===== src/rtl/fuse34_pkg.sv =====
// Package: shared constants, state type and helpers for the 3/4 fuse encoder.
// Assumes a fixed code shape of six data bytes plus two check bytes per group.
package fuse34_pkg;
    localparam int GROUP_BYTES = 6;
    localparam int WORD_W      = 32;
    localparam int BYTE_W      = 8;
    localparam int IDX_W       = $clog2(GROUP_BYTES);
    localparam int ONES_W      = $clog2(BYTE_W + 1);

    typedef enum logic [1:0] {
        ST_IDLE,
        ST_COLLECT,
        ST_EMIT_LO,
        ST_EMIT_HI
    } enc_state_e;

    // Count the set bits of one byte.
    function automatic logic [ONES_W-1:0] ones_in_byte(input logic [BYTE_W-1:0] b);
        logic [ONES_W-1:0] n;
        n = '0;
        for (int k = 0; k < BYTE_W; k++) begin
            n = n + ONES_W'(b[k]);
        end
        return n;
    endfunction
endpackage


===== src/rtl/fuse34_len_check.sv =====
// Module: validates the declared request length and derives the group count.
// Assumes the length is presented together with the start-of-block byte.
module fuse34_len_check
    import fuse34_pkg::*;
#(
    parameter int LEN_W = 8
) (
    input  logic [LEN_W-1:0] len_i,
    output logic             len_ok_o,
    output logic [LEN_W-1:0] groups_o
);
    localparam logic [LEN_W-1:0] GB = LEN_W'(GROUP_BYTES);

    // Accept only non-zero whole multiples of the group size.
    always_comb begin
        groups_o = len_i / GB;
        len_ok_o = (len_i != '0) && ((len_i % GB) == '0);
    end
endmodule


===== src/rtl/fuse34_check_accum.sv =====
// Module: holds the six data bytes of a group and accumulates both check bytes,
// one byte per cycle. Assumes bytes of a group are loaded at index 0..5 in order.
module fuse34_check_accum
    import fuse34_pkg::*;
(
    input  logic                                 clk,
    input  logic                                 rst_n,
    input  logic                                 clear_i,
    input  logic                                 load_i,
    input  logic [IDX_W-1:0]                     idx_i,
    input  logic [BYTE_W-1:0]                    byte_i,
    output logic [GROUP_BYTES-1:0][BYTE_W-1:0]   data_o,
    output logic [BYTE_W-1:0]                    xor_o,
    output logic [BYTE_W-1:0]                    wsum_o
);
    logic [BYTE_W-1:0] weight;
    logic [BYTE_W-1:0] term;

    // Weighted population-count term of the incoming byte.
    always_comb begin
        weight = BYTE_W'(idx_i) + BYTE_W'(1);
        term   = BYTE_W'(weight * BYTE_W'(ones_in_byte(byte_i)));
    end

    for (genvar g = 0; g < GROUP_BYTES; g++) begin : g_lane
        // Capture the byte for this lane, or wipe it.
        always_ff @(posedge clk) begin
            if (!rst_n || clear_i) begin
                data_o[g] <= '0;
            end else if (load_i && (idx_i == IDX_W'(g))) begin
                data_o[g] <= byte_i;
            end
        end
    end

    // Accumulate the XOR and weighted-sum check bytes.
    always_ff @(posedge clk) begin
        if (!rst_n || clear_i) begin
            xor_o  <= '0;
            wsum_o <= '0;
        end else if (load_i) begin
            xor_o  <= xor_o ^ byte_i;
            wsum_o <= wsum_o + term;
        end
    end
endmodule


===== src/rtl/fuse34_word_pack.sv =====
// Module: packs the eight code bytes of a group into one of two little-endian words.
// Assumes the low word carries bytes 0..3 and the high word bytes 4, 5 and the checks.
module fuse34_word_pack
    import fuse34_pkg::*;
(
    input  logic [GROUP_BYTES-1:0][BYTE_W-1:0] data_i,
    input  logic [BYTE_W-1:0]                  xor_i,
    input  logic [BYTE_W-1:0]                  wsum_i,
    input  logic                               sel_hi_i,
    output logic [WORD_W-1:0]                  word_o
);
    logic [WORD_W-1:0] lo_word;
    logic [WORD_W-1:0] hi_word;

    // Form both words and select the one being emitted.
    always_comb begin
        lo_word = {data_i[3], data_i[2], data_i[1], data_i[0]};
        hi_word = {wsum_i, xor_i, data_i[5], data_i[4]};
        word_o  = sel_hi_i ? hi_word : lo_word;
    end
endmodule


===== src/rtl/fuse34_ctrl.sv =====
// Module: request sequencer. Takes bytes, tracks groups left, drives the word
// handshake and raises done/err pulses. Assumes len_ok/groups reflect in_len.
module fuse34_ctrl
    import fuse34_pkg::*;
#(
    parameter int LEN_W = 8
) (
    input  logic             clk,
    input  logic             rst_n,
    input  logic             in_valid_i,
    input  logic             in_sob_i,
    input  logic             len_ok_i,
    input  logic [LEN_W-1:0] groups_i,
    input  logic             out_ready_i,
    output logic             in_ready_o,
    output logic             acc_load_o,
    output logic [IDX_W-1:0] acc_idx_o,
    output logic             acc_clear_o,
    output logic             out_valid_o,
    output logic             out_last_o,
    output logic             sel_hi_o,
    output logic             done_o,
    output logic             err_o
);
    enc_state_e        state_q;
    logic [IDX_W-1:0]  idx_q;
    logic [LEN_W-1:0]  groups_left_q;
    logic              start_ok;
    logic              start_bad;
    logic              hi_taken;

    // Decode handshakes and datapath controls from the current state.
    always_comb begin
        in_ready_o  = (state_q == ST_IDLE) || (state_q == ST_COLLECT);
        out_valid_o = (state_q == ST_EMIT_LO) || (state_q == ST_EMIT_HI);
        sel_hi_o    = (state_q == ST_EMIT_HI);
        out_last_o  = sel_hi_o && (groups_left_q == LEN_W'(1));
        start_ok    = (state_q == ST_IDLE) && in_valid_i && in_sob_i && len_ok_i;
        start_bad   = (state_q == ST_IDLE) && in_valid_i && in_sob_i && !len_ok_i;
        hi_taken    = sel_hi_o && out_ready_i;
        acc_load_o  = start_ok || ((state_q == ST_COLLECT) && in_valid_i);
        acc_idx_o   = (state_q == ST_IDLE) ? '0 : idx_q;
        acc_clear_o = hi_taken;
    end

    // Advance the request state machine.
    always_ff @(posedge clk) begin
        if (!rst_n) begin
            state_q       <= ST_IDLE;
            idx_q         <= '0;
            groups_left_q <= '0;
        end else begin
            case (state_q)
                ST_IDLE: begin
                    if (start_ok) begin
                        state_q       <= ST_COLLECT;
                        idx_q         <= IDX_W'(1);
                        groups_left_q <= groups_i;
                    end
                end
                ST_COLLECT: begin
                    if (in_valid_i) begin
                        if (idx_q == IDX_W'(GROUP_BYTES - 1)) begin
                            state_q <= ST_EMIT_LO;
                            idx_q   <= '0;
                        end else begin
                            idx_q <= idx_q + IDX_W'(1);
                        end
                    end
                end
                ST_EMIT_LO: begin
                    if (out_ready_i) begin
                        state_q <= ST_EMIT_HI;
                    end
                end
                ST_EMIT_HI: begin
                    if (out_ready_i) begin
                        groups_left_q <= groups_left_q - LEN_W'(1);
                        idx_q         <= '0;
                        state_q       <= out_last_o ? ST_IDLE : ST_COLLECT;
                    end
                end
                default: state_q <= ST_IDLE;
            endcase
        end
    end

    // Register the one-cycle done and error pulses.
    always_ff @(posedge clk) begin
        if (!rst_n) begin
            done_o <= 1'b0;
            err_o  <= 1'b0;
        end else begin
            done_o <= hi_taken && out_last_o;
            err_o  <= start_bad;
        end
    end
endmodule


===== src/rtl/fuse34_encoder.sv =====
// Module: top of the 3/4 rate fuse block encoder. Six bytes in become two
// little-endian words out (data, XOR check, weighted popcount check).
// Assumes in_len is valid with the start-of-block byte; other bytes ignore it.
module fuse34_encoder
    import fuse34_pkg::*;
#(
    parameter int LEN_W = 8
) (
    input  logic             clk,
    input  logic             rst_n,
    input  logic             in_valid,
    output logic             in_ready,
    input  logic [7:0]       in_data,
    input  logic             in_sob,
    input  logic [LEN_W-1:0] in_len,
    output logic             out_valid,
    input  logic             out_ready,
    output logic [31:0]      out_word,
    output logic             out_last,
    output logic             done,
    output logic             err
);
    logic                               len_ok;
    logic [LEN_W-1:0]                   groups;
    logic                               acc_load;
    logic [IDX_W-1:0]                   acc_idx;
    logic                               acc_clear;
    logic                               sel_hi;
    logic [GROUP_BYTES-1:0][BYTE_W-1:0] data;
    logic [BYTE_W-1:0]                  xor_byte;
    logic [BYTE_W-1:0]                  wsum_byte;

    fuse34_len_check #(.LEN_W(LEN_W)) u_len (
        .len_i    (in_len),
        .len_ok_o (len_ok),
        .groups_o (groups)
    );

    fuse34_ctrl #(.LEN_W(LEN_W)) u_ctrl (
        .clk         (clk),
        .rst_n       (rst_n),
        .in_valid_i  (in_valid),
        .in_sob_i    (in_sob),
        .len_ok_i    (len_ok),
        .groups_i    (groups),
        .out_ready_i (out_ready),
        .in_ready_o  (in_ready),
        .acc_load_o  (acc_load),
        .acc_idx_o   (acc_idx),
        .acc_clear_o (acc_clear),
        .out_valid_o (out_valid),
        .out_last_o  (out_last),
        .sel_hi_o    (sel_hi),
        .done_o      (done),
        .err_o       (err)
    );

    fuse34_check_accum u_acc (
        .clk     (clk),
        .rst_n   (rst_n),
        .clear_i (acc_clear),
        .load_i  (acc_load),
        .idx_i   (acc_idx),
        .byte_i  (in_data),
        .data_o  (data),
        .xor_o   (xor_byte),
        .wsum_o  (wsum_byte)
    );

    fuse34_word_pack u_pack (
        .data_i   (data),
        .xor_i    (xor_byte),
        .wsum_i   (wsum_byte),
        .sel_hi_i (sel_hi),
        .word_o   (out_word)
    );
endmodule


===== config.mk =====
export PLATFORM = sky130hd
export DESIGN_NAME = fuse34_encoder
export DESIGN_NICKNAME = d
export VERILOG_FILES = /design/src/rtl/fuse34_pkg.sv /design/src/rtl/fuse34_len_check.sv /design/src/rtl/fuse34_check_accum.sv /design/src/rtl/fuse34_word_pack.sv /design/src/rtl/fuse34_ctrl.sv /design/src/rtl/fuse34_encoder.sv
export SDC_FILE = /design/constraint.sdc
export NUM_CORES = 1
export LEC_CHECK = 0
export ABC_CLOCK_PERIOD_IN_PS = 8000
export BUFFER_PORTS_ARGS = -buffer_cell sky130_fd_sc_hd__buf_2
export CORE_MARGIN = 4
export CORE_UTILIZATION = 42
export CTS_CLUSTER_SIZE = 16
export DETAILED_ROUTE_END_ITERATION = 6
export SKIP_LAST_GASP = 1
export SLEW_MARGIN = 20
export SYNTH_ARGS = -nofsm -noshare
export SYNTH_HDL_FRONTEND = slang
export SYNTH_HIERARCHICAL = 1
export SYNTH_SLANG_ARGS = --single-unit

===== constraint.sdc =====
create_clock -name clk -period 8 [get_ports clk]
set_input_delay 0.8 -clock clk [delete_from_list [all_inputs] [get_ports clk]]
set_output_delay 0.8 -clock clk [all_outputs]
set_load 0.005 [all_outputs]

==> metrics <==
clock group share of total power 0.336; Main synth FF type dfxtp_1; Sink Count between 70 and 80; antenna-violating nets left 0; internal power 0.000870 W; Reg power frac 0.350; Post-synth EDFFs 0; maximum clock frequency 165 MHz; setup bufs post-CTS 0; syn avg cell area 8.49 µm²; Synth Warn # 6; DR iter-0 viols 270; PwrDens 217 mW/mm²; FFs w/ async S/R, synth 0; gpl congestion 0.874; cell family with most CP delay adder cells; initial antenna violation count 0; FP Rows 41; Die Y 122 µm; CP dominant cell by count fa_1; Mapped Cells 646; first-pass GRT wire length 20700 µm; most common cell after layout, fill and taps aside dfxtp_1; Crit path required time 8.20 ns; Leakage approximately 2.6 nW; clk root buf clkbuf_16; n_diodes 0; Worst Path Arrival between 6 and 7 ns; num ports 58; Final setup viols 0; # fillers around 1.3k; hold path cells 2; GRT overflow 0; Worst R2R Setup Slack 3.03 ns; HP Start u_acc/data_o[15]; switch share 0.339; Worst-path clk slew ~0.06 ns; dpl ws 1.60 ns; Placed Cells 840; worst vdd ir 0.000190 V; Core ar. between 0.01 and 0.015 mm²; share of cells above drive strength 1 0.194; slowest library cell on the worst path fa_1; hold buffer count at CTS 0; R2R Path Start u_ctrl/state_q[1]; Seq/Total Area, Yosys 0.288; Max-slew headroom 0.565; Initial Utilization 0.431; maximum number of pins on one net before global-route repair 37; #FFs+latches synth 79; # port buffers 57; clock tree buffer depth 2; CP Cell Sequence buf_2 -> inv_1 -> fa_1 -> fa_1 -> fa_1 -> inv_1 -> ha_1 -> fa_1 -> xor2_1 -> nand2_1 -> fa_1 -> fa_1 -> fa_1 -> inv_1 -> ha_1 -> nor2b_1 -> o31a_1 -> a22oi_2 -> a21o_1 -> a21oi_2; Vias 4515; Worst Hold Path EP u_acc/data_o[15]; run status complete, no violations; commonest cells after routing, fill and taps aside dfxtp_1, nand2_1, a21oi_1; DIE WIDTH 122 µm; R2R Path End u_acc/wsum_o[7]; first-pass detailed-route iteration total 4; CTS tree built; net switching power 0.000445 W; Die ar. 0.0150 mm²; Layout area overhead 10.7%; nets 745; fin crit period 6.07 ns; Final Max Tran Viols 0; Max Clock Skew 0.00686 ns; Final Hold Viols 0; final period utilization 0.759; # DRC 0; slowest cell delay on critical path 0.56 ns; setup TNS 0 ns; worst setup margin 1.93 ns; Mapped Area 0.00549 mm²; worst setup path class in -> reg; CTS Buf Count 9; vias in the first global route 4156; htree depth 3; buffers plus inverters on the worst setup path 4; # resized after CTS 0; RSZ-0062 raised after global routing no; CP max FO 6; vias per inst 5.27; max_cap viols 0; actual slew at the worst max-slew pin 0.652 ns; routed len/inst 14.8 µm; Clock Latency Late Sink 0.34 ns; GRT Util Overall 0.172; post-DP HPWL 8870 µm; Hold Crit Class reg -> reg; crit path launch type input port; final wirelength 12700 µm; Non-Filler Instances 856; combinational cell fraction of total power 0.314; Crit. End Element register; Worst R2R Path Depth 16; synth unique cells 75
==> layer usage <==
| layer | vias up | GRT usage | part of all wire |
|---|---|---|---|
| li1 | 2282 | - | - |
| met5 | - | 0 | 0 |
| met1 | 2123 | 0.242 | 0.48 |
| met4 | 0 | 0.0581 | 0.014 |
| met3 | 14 | 0.0359 | 0.053 |
| met2 | 96 | 0.265 | 0.45 |
==> how the worst max path moves through the flow <==
stage | from | slack, ns | cells after the start | endpoint
global route | in_data[0] | 1.75 | 20 | u_acc/wsum_o[7]
CTS | in_data[0] | 1.93 | 20 | u_acc/wsum_o[7]
global placement | in_data[0] | 1.70 | 20 | u_acc/wsum_o[7]
detailed placement | in_data[0] | 1.60 | 20 | u_acc/wsum_o[7]
finish | in_data[0] | 1.93 | 20 | u_acc/wsum_o[7]
floorplan | in_data[0] | 2.06 | 19 | u_acc/wsum_o[7]
==> worst min-delay path: stages (launching register included) <==
cell	delay [ns]
dfxtp_1	0.31
nand2_1	0.05
a21oi_1	0.05
==> synthesized netlist by cell type, types with 3 or more instances <==
cell / count / area share
a21o_1: 3 / 0.0041
a21oi_1: 65 / 0.059
a31oi_1: 3 / 0.0034
and2_1: 4 / 0.0046
buf_1: 3 / 0.0021
buf_12: 4 / 0.015
buf_2: 15 / 0.014
buf_4: 5 / 0.0068
buf_6: 3 / 0.0062
clkbuf_1: 10 / 0.0068
dfxtp_1: 79 / 0.29
fa_1: 13 / 0.047
ha_1: 32 / 0.073
inv_1: 48 / 0.033
mux2_2: 3 / 0.0062
mux2_4: 30 / 0.082
mux2i_1: 9 / 0.016
nand2_1: 72 / 0.049
nand2b_1: 13 / 0.015
nand3_1: 39 / 0.036
nor2_1: 62 / 0.042
nor2b_1: 15 / 0.017
nor3_1: 4 / 0.0036
nor3b_1: 4 / 0.0055
o21a_1: 3 / 0.0041
o21ai_0: 17 / 0.016
o22ai_1: 11 / 0.013
o41ai_1: 4 / 0.0064
xnor2_1: 3 / 0.0048
xor2_1: 10 / 0.016
==> metrics by stage <==
step / util / cell area [µm²] / hold WS (ns) / power [W]
after floorplan: - / 5490 / 0.434 / 0.000781
after global placement: 0.452 / 5750 / 0.441 / 0.000867
after detailed placement: 0.452 / 5750 / 0.446 / 0.000874
after CTS: 0.477 / 6070 / 0.455 / 0.00133
after global routing: 0.477 / 6070 / 0.474 / 0.00140
final: 0.477 / 6070 / 0.454 / 0.00132
==> power by group through the flow <==
stage          combinational, W  clock (W)  sequential, W
6_report               0.000413   0.000443       0.000460
3_3_place_gp           0.000401          0       0.000466
3_5_place_dp           0.000406          0       0.000468
5_1_grt                0.000459   0.000473       0.000466
2_1_floorplan          0.000321          0       0.000460
4_1_cts                0.000411   0.000456       0.000460
==> state kept, by name, summed over array words and instances (netlist names) <==
signal and flops:
u_acc/data_o 48, u_acc/wsum_o 8, u_acc/xor_o 8, u_ctrl/groups_left_q 8
u_ctrl/idx_q 3, u_ctrl/state_q 2, u_ctrl/done_o 1, u_ctrl/err_o 1
==> area by class of cell <==
class	count	area (µm²)	area share
clock buffers	9	225	0.0371
clock inverters	7	95.1	0.0157
inverters	49	184	0.0303
multi-input cells	479	3460	0.569
flip-flops and latches	79	1580	0.260
well taps	172	215	0.0354
repair buffers	61	315	0.0519
==> logic make-up after synthesis <==
family / synth area share
simple gates: 0.214
buf+inv: 0.0837
compound gates: 0.159
flops: 0.288
mux: 0.105
xor+xnor: 0.0297
fa+ha+maj: 0.120
other cells: 0.000684
Power figures use the tool's default switching activity.
